[src/rtl/flow_hash_pkg.sv]
package flow_hash_pkg;

  localparam int WORD_W     = 32;
  localparam int ADDR_W     = 128;
  localparam int ADDR_WORDS = ADDR_W / WORD_W;
  localparam int BYTE_W     = 8;
  localparam int BYTES      = WORD_W / BYTE_W;
  localparam int V4_WORDS   = 3;
  localparam int V6_WORDS   = 2 * ADDR_WORDS + 1;
  localparam int TCP_WORDS  = 3;
  localparam int UDP_WORDS  = 1;
  localparam int MAX_FIX    = V6_WORDS + TCP_WORDS;
  localparam int STEP_W     = $clog2(MAX_FIX + 1);

  localparam logic [WORD_W-1:0] CRC_POLY_REFL = 32'hEDB8_8320;
  localparam logic [WORD_W-1:0] CRC_SEED      = '1;

  typedef enum logic [1:0] {
    L4_NONE = 2'd0,
    L4_UDP  = 2'd1,
    L4_TCP  = 2'd2,
    L4_RSVD = 2'd3
  } l4_kind_e;

  typedef struct packed {
    logic              is_v6;
    l4_kind_e          l4;
    logic              has_opts;
    logic [ADDR_W-1:0] dst;
    logic [ADDR_W-1:0] src;
    logic [7:0]        proto;
    logic [15:0]       sport;
    logic [15:0]       dport;
    logic [3:0]        tlen;
    logic [5:0]        tflags;
    logic [15:0]       twin;
    logic [15:0]       turg;
  } flow_hdr_t;

  function automatic int ip_words(input logic is_v6);
    return is_v6 ? V6_WORDS : V4_WORDS;
  endfunction

  function automatic int l4_words(input l4_kind_e k);
    case (k)
      L4_UDP:  return UDP_WORDS;
      L4_TCP:  return TCP_WORDS;
      default: return 0;
    endcase
  endfunction

  // One byte into a reflected CRC register.
  function automatic logic [WORD_W-1:0] crc_byte(input logic [WORD_W-1:0] c,
                                                 input logic [BYTE_W-1:0] d);
    logic [WORD_W-1:0] r;
    r = c ^ {{(WORD_W-BYTE_W){1'b0}}, d};
    for (int i = 0; i < BYTE_W; i++)
      r = r[0] ? ((r >> 1) ^ CRC_POLY_REFL) : (r >> 1);
    return r;
  endfunction

  // One word, most significant byte first.
  function automatic logic [WORD_W-1:0] crc_word(input logic [WORD_W-1:0] c,
                                                 input logic [WORD_W-1:0] w);
    logic [WORD_W-1:0] r;
    r = c;
    for (int b = BYTES - 1; b >= 0; b--)
      r = crc_byte(r, w[b*BYTE_W +: BYTE_W]);
    return r;
  endfunction

  // Padded header word at position step of the fixed sequence.
  function automatic logic [WORD_W-1:0] hdr_word(input flow_hdr_t h,
                                                 input logic [STEP_W-1:0] step);
    int s;
    int nip;
    int k;
    s   = int'(step);
    nip = ip_words(h.is_v6);
    if (s < nip) begin
      if (h.is_v6) begin
        if (s < ADDR_WORDS)
          return h.dst[ADDR_W-1-s*WORD_W -: WORD_W];
        else if (s < 2 * ADDR_WORDS)
          return h.src[ADDR_W-1-(s-ADDR_WORDS)*WORD_W -: WORD_W];
        else
          return {24'd0, h.proto};
      end else begin
        case (s)
          0:       return h.dst[WORD_W-1:0];
          1:       return h.src[WORD_W-1:0];
          default: return {24'd0, h.proto};
        endcase
      end
    end
    k = s - nip;
    case (k)
      0:       return {h.sport, h.dport};
      1:       return {h.tlen, 6'd0, h.tflags, h.twin};
      default: return {16'd0, h.turg};
    endcase
  endfunction

endpackage

[src/rtl/flow_word_seq.sv]
module flow_word_seq
  import flow_hash_pkg::*;
(
  input  logic              clk,
  input  logic              rst_n,
  input  logic              hdr_valid,
  input  flow_hdr_t         hdr_in,
  output logic              hdr_ready,
  input  logic              opt_valid,
  input  logic [WORD_W-1:0] opt_word,
  input  logic              opt_is_ts,
  input  logic              opt_last,
  output logic              opt_ready,
  output logic              seq_start,
  output logic              seq_upd,
  output logic              seq_end,
  output logic [WORD_W-1:0] seq_word
);

  typedef enum logic [1:0] {ST_IDLE, ST_FIX, ST_OPT} seq_state_e;

  seq_state_e        state_q;
  flow_hdr_t         hdr_q;
  logic [STEP_W-1:0] step_q;
  logic              fix_last;
  logic              go_opts;
  int                nfix;

  always_comb begin
    nfix      = ip_words(hdr_q.is_v6) + l4_words(hdr_q.l4);
    go_opts   = (hdr_q.l4 == L4_TCP) && hdr_q.has_opts;
    hdr_ready = 1'b0;
    opt_ready = 1'b0;
    seq_start = 1'b0;
    seq_upd   = 1'b0;
    seq_end   = 1'b0;
    fix_last  = 1'b0;
    seq_word  = '0;
    case (state_q)
      ST_IDLE: begin
        hdr_ready = 1'b1;
        seq_start = hdr_valid;
      end
      ST_FIX: begin
        seq_word = hdr_word(hdr_q, step_q);
        seq_upd  = 1'b1;
        fix_last = (int'(step_q) == nfix - 1);
        seq_end  = fix_last && !go_opts;
      end
      ST_OPT: begin
        opt_ready = 1'b1;
        seq_word  = opt_word;
        seq_upd   = opt_valid && !opt_is_ts;
        seq_end   = opt_valid && opt_last;
      end
      default: ;
    endcase
  end

  always_ff @(posedge clk or negedge rst_n) begin
    if (!rst_n) begin
      state_q <= ST_IDLE;
      hdr_q   <= '0;
      step_q  <= '0;
    end else begin
      case (state_q)
        ST_IDLE: if (hdr_valid) begin
          hdr_q   <= hdr_in;
          step_q  <= '0;
          state_q <= ST_FIX;
        end
        ST_FIX: begin
          step_q <= step_q + 1'b1;
          if (fix_last) state_q <= go_opts ? ST_OPT : ST_IDLE;
        end
        ST_OPT: if (seq_end) state_q <= ST_IDLE;
        default: state_q <= ST_IDLE;
      endcase
    end
  end

endmodule

[src/rtl/flow_crc_acc.sv]
module flow_crc_acc
  import flow_hash_pkg::*;
(
  input  logic              clk,
  input  logic              rst_n,
  input  logic              start,
  input  logic              upd,
  input  logic              fin,
  input  logic [WORD_W-1:0] word,
  output logic [WORD_W-1:0] crc_q,
  output logic              done,
  output logic [WORD_W-1:0] hash
);

  logic [WORD_W-1:0] crc_nx;
  logic [WORD_W-1:0] crc_sel;

  assign crc_nx  = crc_word(crc_q, word);
  assign crc_sel = upd ? crc_nx : crc_q;

  always_ff @(posedge clk or negedge rst_n) begin
    if (!rst_n) begin
      crc_q <= CRC_SEED;
      done  <= 1'b0;
      hash  <= '0;
    end else begin
      done <= fin;
      if (start)    crc_q <= CRC_SEED;
      else if (upd) crc_q <= crc_nx;
      if (fin)      hash  <= ~crc_sel;
    end
  end

endmodule

[src/rtl/flow_hash_crc32.sv]
module flow_hash_crc32
  import flow_hash_pkg::*;
(
  input  logic          clk,
  input  logic          rst_n,
  input  logic          hdr_valid,
  output logic          hdr_ready,
  input  logic          hdr_is_v6,
  input  logic [1:0]    hdr_l4,
  input  logic          hdr_tcp_opts,
  input  logic [127:0]  hdr_dst_addr,
  input  logic [127:0]  hdr_src_addr,
  input  logic [7:0]    hdr_proto,
  input  logic [15:0]   hdr_src_port,
  input  logic [15:0]   hdr_dst_port,
  input  logic [3:0]    hdr_tcp_len,
  input  logic [5:0]    hdr_tcp_flags,
  input  logic [15:0]   hdr_tcp_win,
  input  logic [15:0]   hdr_tcp_urg,
  input  logic          opt_valid,
  output logic          opt_ready,
  input  logic [31:0]   opt_word,
  input  logic          opt_is_ts,
  input  logic          opt_last,
  output logic          flow_done,
  output logic [31:0]   flow_hash
);

  flow_hdr_t         hdr_in;
  logic              seq_start;
  logic              seq_upd;
  logic              seq_end;
  logic [WORD_W-1:0] seq_word;
  logic [WORD_W-1:0] crc_q;

  always_comb begin
    hdr_in.is_v6    = hdr_is_v6;
    hdr_in.l4       = l4_kind_e'(hdr_l4);
    hdr_in.has_opts = hdr_tcp_opts;
    hdr_in.dst      = hdr_dst_addr;
    hdr_in.src      = hdr_src_addr;
    hdr_in.proto    = hdr_proto;
    hdr_in.sport    = hdr_src_port;
    hdr_in.dport    = hdr_dst_port;
    hdr_in.tlen     = hdr_tcp_len;
    hdr_in.tflags   = hdr_tcp_flags;
    hdr_in.twin     = hdr_tcp_win;
    hdr_in.turg     = hdr_tcp_urg;
  end

  flow_word_seq seq_i (
    .clk       (clk),
    .rst_n     (rst_n),
    .hdr_valid (hdr_valid),
    .hdr_in    (hdr_in),
    .hdr_ready (hdr_ready),
    .opt_valid (opt_valid),
    .opt_word  (opt_word),
    .opt_is_ts (opt_is_ts),
    .opt_last  (opt_last),
    .opt_ready (opt_ready),
    .seq_start (seq_start),
    .seq_upd   (seq_upd),
    .seq_end   (seq_end),
    .seq_word  (seq_word)
  );

  flow_crc_acc crc_i (
    .clk   (clk),
    .rst_n (rst_n),
    .start (seq_start),
    .upd   (seq_upd),
    .fin   (seq_end),
    .word  (seq_word),
    .crc_q (crc_q),
    .done  (flow_done),
    .hash  (flow_hash)
  );

endmodule

[config.mk]
export PLATFORM = sky130hd
export DESIGN_NAME = flow_hash_crc32
export DESIGN_NICKNAME = d
export VERILOG_FILES = /design/src/rtl/flow_hash_pkg.sv /design/src/rtl/flow_word_seq.sv /design/src/rtl/flow_crc_acc.sv /design/src/rtl/flow_hash_crc32.sv
export SDC_FILE = /design/constraint.sdc
export NUM_CORES = 1
export LEC_CHECK = 0
export BUFFER_PORTS_ARGS = -buffer_cell sky130_fd_sc_hd__buf_4
export CAP_MARGIN = 20
export CORE_MARGIN = 10
export CORE_UTILIZATION = 35
export CTS_CLUSTER_SIZE = 10
export DETAILED_ROUTE_END_ITERATION = 7
export GPL_ROUTABILITY_DRIVEN = 0
export HOLD_SLACK_MARGIN = 0.1
export PLACE_DENSITY = 0.56
export SLEW_MARGIN = 20
export SYNTH_ARGS = -nofsm -noshare
export SYNTH_HDL_FRONTEND = slang
export SYNTH_SLANG_ARGS = --single-unit
[constraint.sdc]
create_clock -name clk -period 18.9 [get_ports clk]
set_input_delay 0.945 -clock clk [delete_from_list [all_inputs] [get_ports clk]]
set_output_delay 0.945 -clock clk [all_outputs]
set_load 0.02 [all_outputs]
==> results.md, run 1 <==
* Status: finished, final reports clean
* Max Buffers Root-to-Sink at 3
* Global-route wire length before repair at approximately 130000 um
* Hold Path Class: primary input to async pin
* # resized after CTS at 0
* RSZ-0062 raised after global routing: false
* Dpl ws at 11.30 ns
* Net count after synthesis at between 2000 and 3000
* Cell accounting for the most synthesized area: dfrtp_1
* Iter 0 DRT Violations at about 1900
* Setup TNS at 0 ns
* Post-DP HPWL at just under 70000 um
* Ys async rst share at 100%
* CTS clk-pin slew, worst paths at 0.06 ns
* Layout fillers at around 6600
* Final wirelength at 91000 um
* Post-Synth Adder-Cell Area at 0.963%
* H-tree levels at 2
* GR Overflow Total at 0
* Ports at 415
* Sink Count at 413
* Post-DRT Antenna Nets at 0
* Die Ht at 280 um
* Nets at 3222
* Data arrival time of the critical path at 8.21 ns
* Synth Area in Simple Gates at 20.5%
* Register area share after synthesis at a little over two fifths
* Total number of vias at 19800
* Placed Instances at ~3600
* Mux cell area share after synthesis at about 7.6%
* Vias in the first global route at 20700
* Fmax at 129 MHz
* Area Overhead vs Synth at 22.8%
* Syn Inst Count at 2492
* Setup slack after layout at 11.16 ns
* GRT Total Usage at 22.5%
* Share of layout cells above drive strength 1 at 23.4%
* Worst-Margin Slew at 0.995 ns
* Crit-path max FO at 32
* Syn Area/Cell at 9.49 um^2
* Rel. slew slack at around 34%
* Dominant cells by area after synthesis: dfrtp_1 (40%), nand2_1 (18%), mux4_2 (5.5%), xnor3_1 (5.0%), xnor2_1 (4.2%)
* Worst Skew at 0.0410 ns
* CP Capture Type: flop
* Post-Synth XOR/XNOR Area at 14.2%
* Largest net degree at the start of global routing at 251
* EDFF count, synth at 0
* CP Class: flop to flop
* Period minus WS final at 7.74 ns
* Die ar. at 78300 um^2
* Area share of the largest cell type after synthesis at 40.3%
* Non-filler cells, final at 3727
* # DRC at 0
* Initial antenna violation count at 5
* Final core occ at a little over two fifths
* Main combinational cell family by area after synthesis: simple AND/OR/NAND/NOR gates
* Drt wl/cell at 24.4 um
* Clock buffer count from CTS at 50
* Core area at 67000 um^2
* Slew Viols, Final at 0
* PortBufs at between 400 and 500
* Post-Syn Area at 23600 um^2
* Final hold vios at 0
* Clk Latency, worst-skew pair at 0.62 ns
* Setup violators final at 0
* TritonRoute pass-1 iters at 5
* Flops & latches, synth at 413
* # hold bufs at CTS at 0
* WP data required at just under 20 ns
* Clock Root Buffer: clkbuf_16
* Setup Buffers After CTS at 0
* Max Cap Viol at 0
* Number of synthesis warnings at 0
* Num rows at between 90 and 100
* Die Width at roughly 280 um
* Final period utilization at 41.0%
* Number of distinct library cells after synthesis at 91
* Startpoint types: flop
* TritonCTS clock tree: done
* Synth Area in Compound Gates at 9.52%
* Vias per cell at 5.31
* Initial Utilization at 35.3%
* Predominant post-synthesis flop cell: dfrtp_1
-- critical path, stage by stage, from the launching register on --
cell	delay [ns]
dfrtp_4	0.70
ha_1	0.53
a211o_1	0.27
inv_1	0.10
fa_1	0.50
nand2b_1	0.26
nor4_4	0.75
a221o_1	0.28
a32o_1	0.42
and2_1	0.25
xnor3_1	0.33
xnor3_2	0.58
xnor3_1	0.52
xnor3_2	0.52
xor2_2	0.50
xnor3_1	0.52
xnor2_1	0.15
mux2i_1	0.12
mux2_2	0.28
-- layout make-up --
cell class / instances / area, um^2 / area share, %
Multi-Input combinational cell: 1905 / 12500 / 43.2
Antenna cell: 4 / 10.0 / 0.0345
Sequential cell: 413 / 10400 / 35.8
Clock inverter: 6 / 159 / 0.547
Timing Repair Buffer: 439 / 3380 / 11.6
Clock buffer: 71 / 1400 / 4.82
Tap cell: 873 / 1090 / 3.76
Inverter: 16 / 60.1 / 0.207
-- worst paths after layout --
kind                                   from               end  slack, ns  cells past startpoint
setup / recovery            seq_i.step_q[1]     crc_i.hash[7]      11.16                     18
hold / removal                        rst_n    crc_i.hash[27]       0.39                      1
setup reg to reg            seq_i.step_q[1]     crc_i.hash[7]      11.16                     18
hold reg to reg            seq_i.hdr_q[291]  seq_i.hdr_q[291]       0.47                      2
max in group asynchronous             rst_n  seq_i.hdr_q[203]      16.28                      3
min in group clk           seq_i.hdr_q[291]  seq_i.hdr_q[291]       0.47                      2
-- synthesized netlist by cell type, drive strengths merged, types with 4 or more instances --
cell type	count
nand2	1119
dfrtp	381
xnor2	130
clkbuf	119
a21oi	73
xnor3	60
mux4	58
xor2	45
buf	39
o21ai	36
dfstp	32
a22oi	31
a22o	30
nor2	29
mux2i	28
nand3	28
a32oi	21
mux2	19
ha	15
inv	15
a21o	14
a221o	13
and2	12
nand4	11
xor3	11
a221oi	10
a32o	10
o31ai	10
a31oi	8
nor3	8
a211oi	6
a21boi	6
nand2b	5
o2111ai	4
-- state kept, by name (all words and copies together), names as in the netlist --
signal / flops
seq_i.step_q: 4
seq_i.state_q: 2
crc_i.hash: 32
seq_i.hdr_q: 342
crc_i.done: 1
crc_i.crc_q: 32
-- cell families after synthesis --
logic type      count (synthesis)
compound gates                304
flops                         413
simple gates                 1233
mux                           105
fa+ha+maj                      17
xor+xnor                      246
buf+inv                       174
-- layer usage --
metal	part of all wire (%)	vias to the layer above	wire, um	global-route usage, %
met5	0.016	-	15	0
met4	3.8	2	3420	8.26
met3	7.0	152	6380	4.55
met2	48	771	43400	36.9
met1	41	9870	37700	29.1
li1	-	9011	-	-
-- cell usage in the layout, fill, tap and decap left out, types with 5 or more instances in the layout --
cell,count
xnor3_2,7
nand2b_1,5
a22oi_1,31
o31ai_1,9
nand3_1,27
o21ai_0,32
a31oi_1,7
a32o_1,10
dfrtp_1,378
xnor3_1,53
xnor2_1,114
buf_4,433
xor3_1,11
mux4_2,58
clkbuf_8,7
a21oi_1,71
dfstp_2,32
nor3_1,7
xnor2_2,12
inv_1,15
mux2_2,19
xor2_1,41
and2_1,9
a22o_1,30
a21boi_0,6
mux2i_1,28
nand2_1,1117
a221o_1,13
a21o_1,14
ha_1,14
nor2_1,28
clkbuf_1,14
a221oi_1,10
nand4_1,11
a32oi_1,21
clkbuf_16,50
-- metrics by stage --
step,hold slack (ns),instance area (um^2)
global route,0.463,29000
CTS,0.437,28900
floorplan,0.437,23600
detailed placement,0.459,27400
global placement,0.453,27400
finish,0.393,29000
Power of run 1 is not shown: default switching activity piles up to over one toggle a cycle in this logic, so the estimate is an artifact.
==> run 2, diff against run 1 <==
- clock period: 18.9 -> 7.4 ns (I/O delays scaled with it)
==> run 2 against run 1 <==
  * First-iteration DRC count increased by 5.1%
  * Wire length increased by 5.2%
  * Cell count increased by 9.7%
  * Final area increased by 12%
  * Utilization increased by 5.1 points
  * Sequential share of layout area decreased by 3.8 points
  * Clock skew about the same
  * Setup slack got worse by 11 ns
  * Via count increased by 8.3%
  * Count of clock-buffer cells in the layout increased by 4
  * Die area unchanged
  * Global-route usage increased by 1.4 points
==> results.md, run 2 (synthesized netlist as in run 1, its figures left out) <==
* Worst hold path depth at 3
* Area Overhead vs Synth at 37.3%
* Global-route wire length before repair at 143000 um (+7.2%)
* Post-DP HPWL at 69600 um (+1.1%)
* CP Class: flop to flop
* Fmax at 144 MHz (+12%)
* Status: finished, final reports clean
* Setup TNS at 0 ns (unchanged)
* Storage cell area at 10400 um^2 (unchanged)
* Commonest non-fill, non-tap cells in the layout: nand2_1 (1117), buf_4 (448), dfrtp_1 (378), dlygate4sd3_1 (342), xnor2_1 (114)
* Clock buffer count from CTS at 51 (+2.0%)
* H-tree levels at 2 (unchanged)
* TritonCTS clock tree: done
* Max FFs per register at 342 (unchanged)
* Nets at 3578 (+11%)
* Startpoint types: flop
* Worst-Margin Slew at 1.06 ns (+0.0605 ns)
* Max Cap Viol at 0 (unchanged)
* CP Capture Type: flop
* Share of layout cells above drive strength 1 at 21.2% (-2.2 points)
* CTS clk-pin slew, worst paths at 0.06 ns (about the same)
* Period minus WS final at 6.94 ns (-0.800 ns)
* Reg-to-reg setup timing slack at 0.46 ns (-10.70 ns)
* TritonRoute pass-1 iters at 5 (unchanged)
* Final period utilization at 93.8% (+53 points)
* Rel. slew slack at 29.6% (-4.0 points)
* Drt wl/cell at 23.4 um (-4.1%)
* Final wirelength at 95700 um (+5.2%)
* Max Buffers Root-to-Sink at 3 (unchanged)
* RSZ-0062 raised after global routing: false
* Ports at 415 (unchanged)
* Hold endpoint: seq_i.hdr_q[65]
* Initial Utilization at 35.3% (unchanged)
* Layout fillers at 6241 (-4.8%)
* Core area at 67000 um^2 (unchanged)
* Total number of vias at 21500 (+8.3%)
* # DRC at 0 (unchanged)
* Commonest non-fill, non-tap cell in the layout: nand2_1
* Biggest register: seq_i.hdr_q
* GRT Total Usage at 24.0% (+1.4 points)
* Die Ht at 280 um (unchanged)
* Sink Count at 413 (unchanged)
* GR Overflow Total at 0 (unchanged)
* Num rows at 95 (unchanged)
* Vias in the first global route at 23000 (+11%)
* Die Width at 280 um (unchanged)
* Iter 0 DRT Violations at 2017 (+5.1%)
* Area of the multi-input gates at 12500 um^2 (-0.11%)
* Biggest regs: seq_i.hdr_q x342, crc_i.crc_q x32, crc_i.hash x32
* FF-to-FF path depth at 18 (unchanged)
* Initial antenna violation count at 3 (-2)
* Largest net degree at the start of global routing at 210 (-16%)
* Hold Path Class: primary input to flop
* Crit-path max FO at 11 (-66%)
* Clk Latency, worst-skew pair at 0.62 ns (about the same)
* Slew Viols, Final at 0 (unchanged)
* Beginning of the critical path: seq_i.step_q[1]
* Die ar. at 78300 um^2 (unchanged)
* Setup violators final at 0 (unchanged)
* PortBufs at 414 (unchanged)
* Worst hold start: hdr_src_port[7]
* WP data required at 7.86 ns (-11.51 ns)
* Worst Skew at 0.0406 ns (-0.000344 ns)
* Post-DRT Antenna Nets at 0 (unchanged)
* R2r endpoint: crc_i.hash[22]
* Vias per cell at 5.25 (-1.2%)
* Data arrival time of the critical path at 7.41 ns (-0.80 ns)
* Clock Root Buffer: clkbuf_16
* Final hold vios at 0 (unchanged)
* Reg2reg start: seq_i.step_q[1]
[run 2: what timing repair did]
action / CTS / global route
hold buffers: 342 / 0
hold endpoints to repair: 451 / 0
resized for setup: 0 / 0
setup buffers: 0 / 0
[run 2: routing by layer]
metal | vias up | GRT usage [%] | part of all wire (%)
met5 | - | 0 | 0.022
met4 | 4 | 11.2 | 4.8
met3 | 233 | 4.77 | 7.2
met2 | 898 | 39.7 | 48
met1 | 10600 | 29.7 | 40
li1 | 9714 | - | -
[run 2: how the worst max path moves through the flow]
| stage | to | slack, ns | depth (start not counted) |
|---|---|---|---|
| after CTS | crc_i.hash[22] | 0.51 | 18 |
| after detailed placement | crc_i.hash[22] | 0.60 | 18 |
| final | crc_i.hash[22] | 0.46 | 18 |
| after global routing | crc_i.hash[22] | 0.16 | 18 |
| after global placement | crc_i.hash[7] | 0.68 | 18 |
| after floorplan | crc_i.hash[16] | 0.64 | 25 |
[run 2: critical path, cell delays in order, from the launching register on]
cell	delay, ns
dfrtp_4	0.47
ha_1	0.40
a211o_1	0.26
inv_1	0.10
fa_1	0.48
nand2b_1	0.23
a211oi_2	0.48
nand2_1	0.35
a221o_1	0.46
a32oi_1	0.25
xor2_1	0.26
xnor3_1	0.49
xnor2_1	0.38
xor2_2	0.27
xnor3_2	0.48
xnor2_4	0.35
xnor3_2	0.55
xnor2_1	0.17
a221o_1	0.34
[run 2: layout make-up]
class	count	share of cell area (%)
flip-flops and latches	413	32.0
clock buffers	75	4.37
inverters	16	0.185
well taps	873	3.36
multi-input cells	1905	38.6
diodes	3	0.0231
repair buffers	794	21.1
clock inverters	9	0.339
[run 2: through the flow]
stage                     hold WS, ns  setup slack (ns)  instances  utilization [%]  cell area, um^2
after floorplan                0.0744             0.638       2492                -            23600
after global placement          0.454             0.684       3659             41.0            27500
after detailed placement        0.458             0.596       3659             41.0            27500
after CTS                       0.117             0.512       4085             48.4            32500
after global routing            0.140             0.165       4086             48.4            32500
final                           0.144             0.456       4088             48.4            32500
Power of run 2 is left out for the same reason.
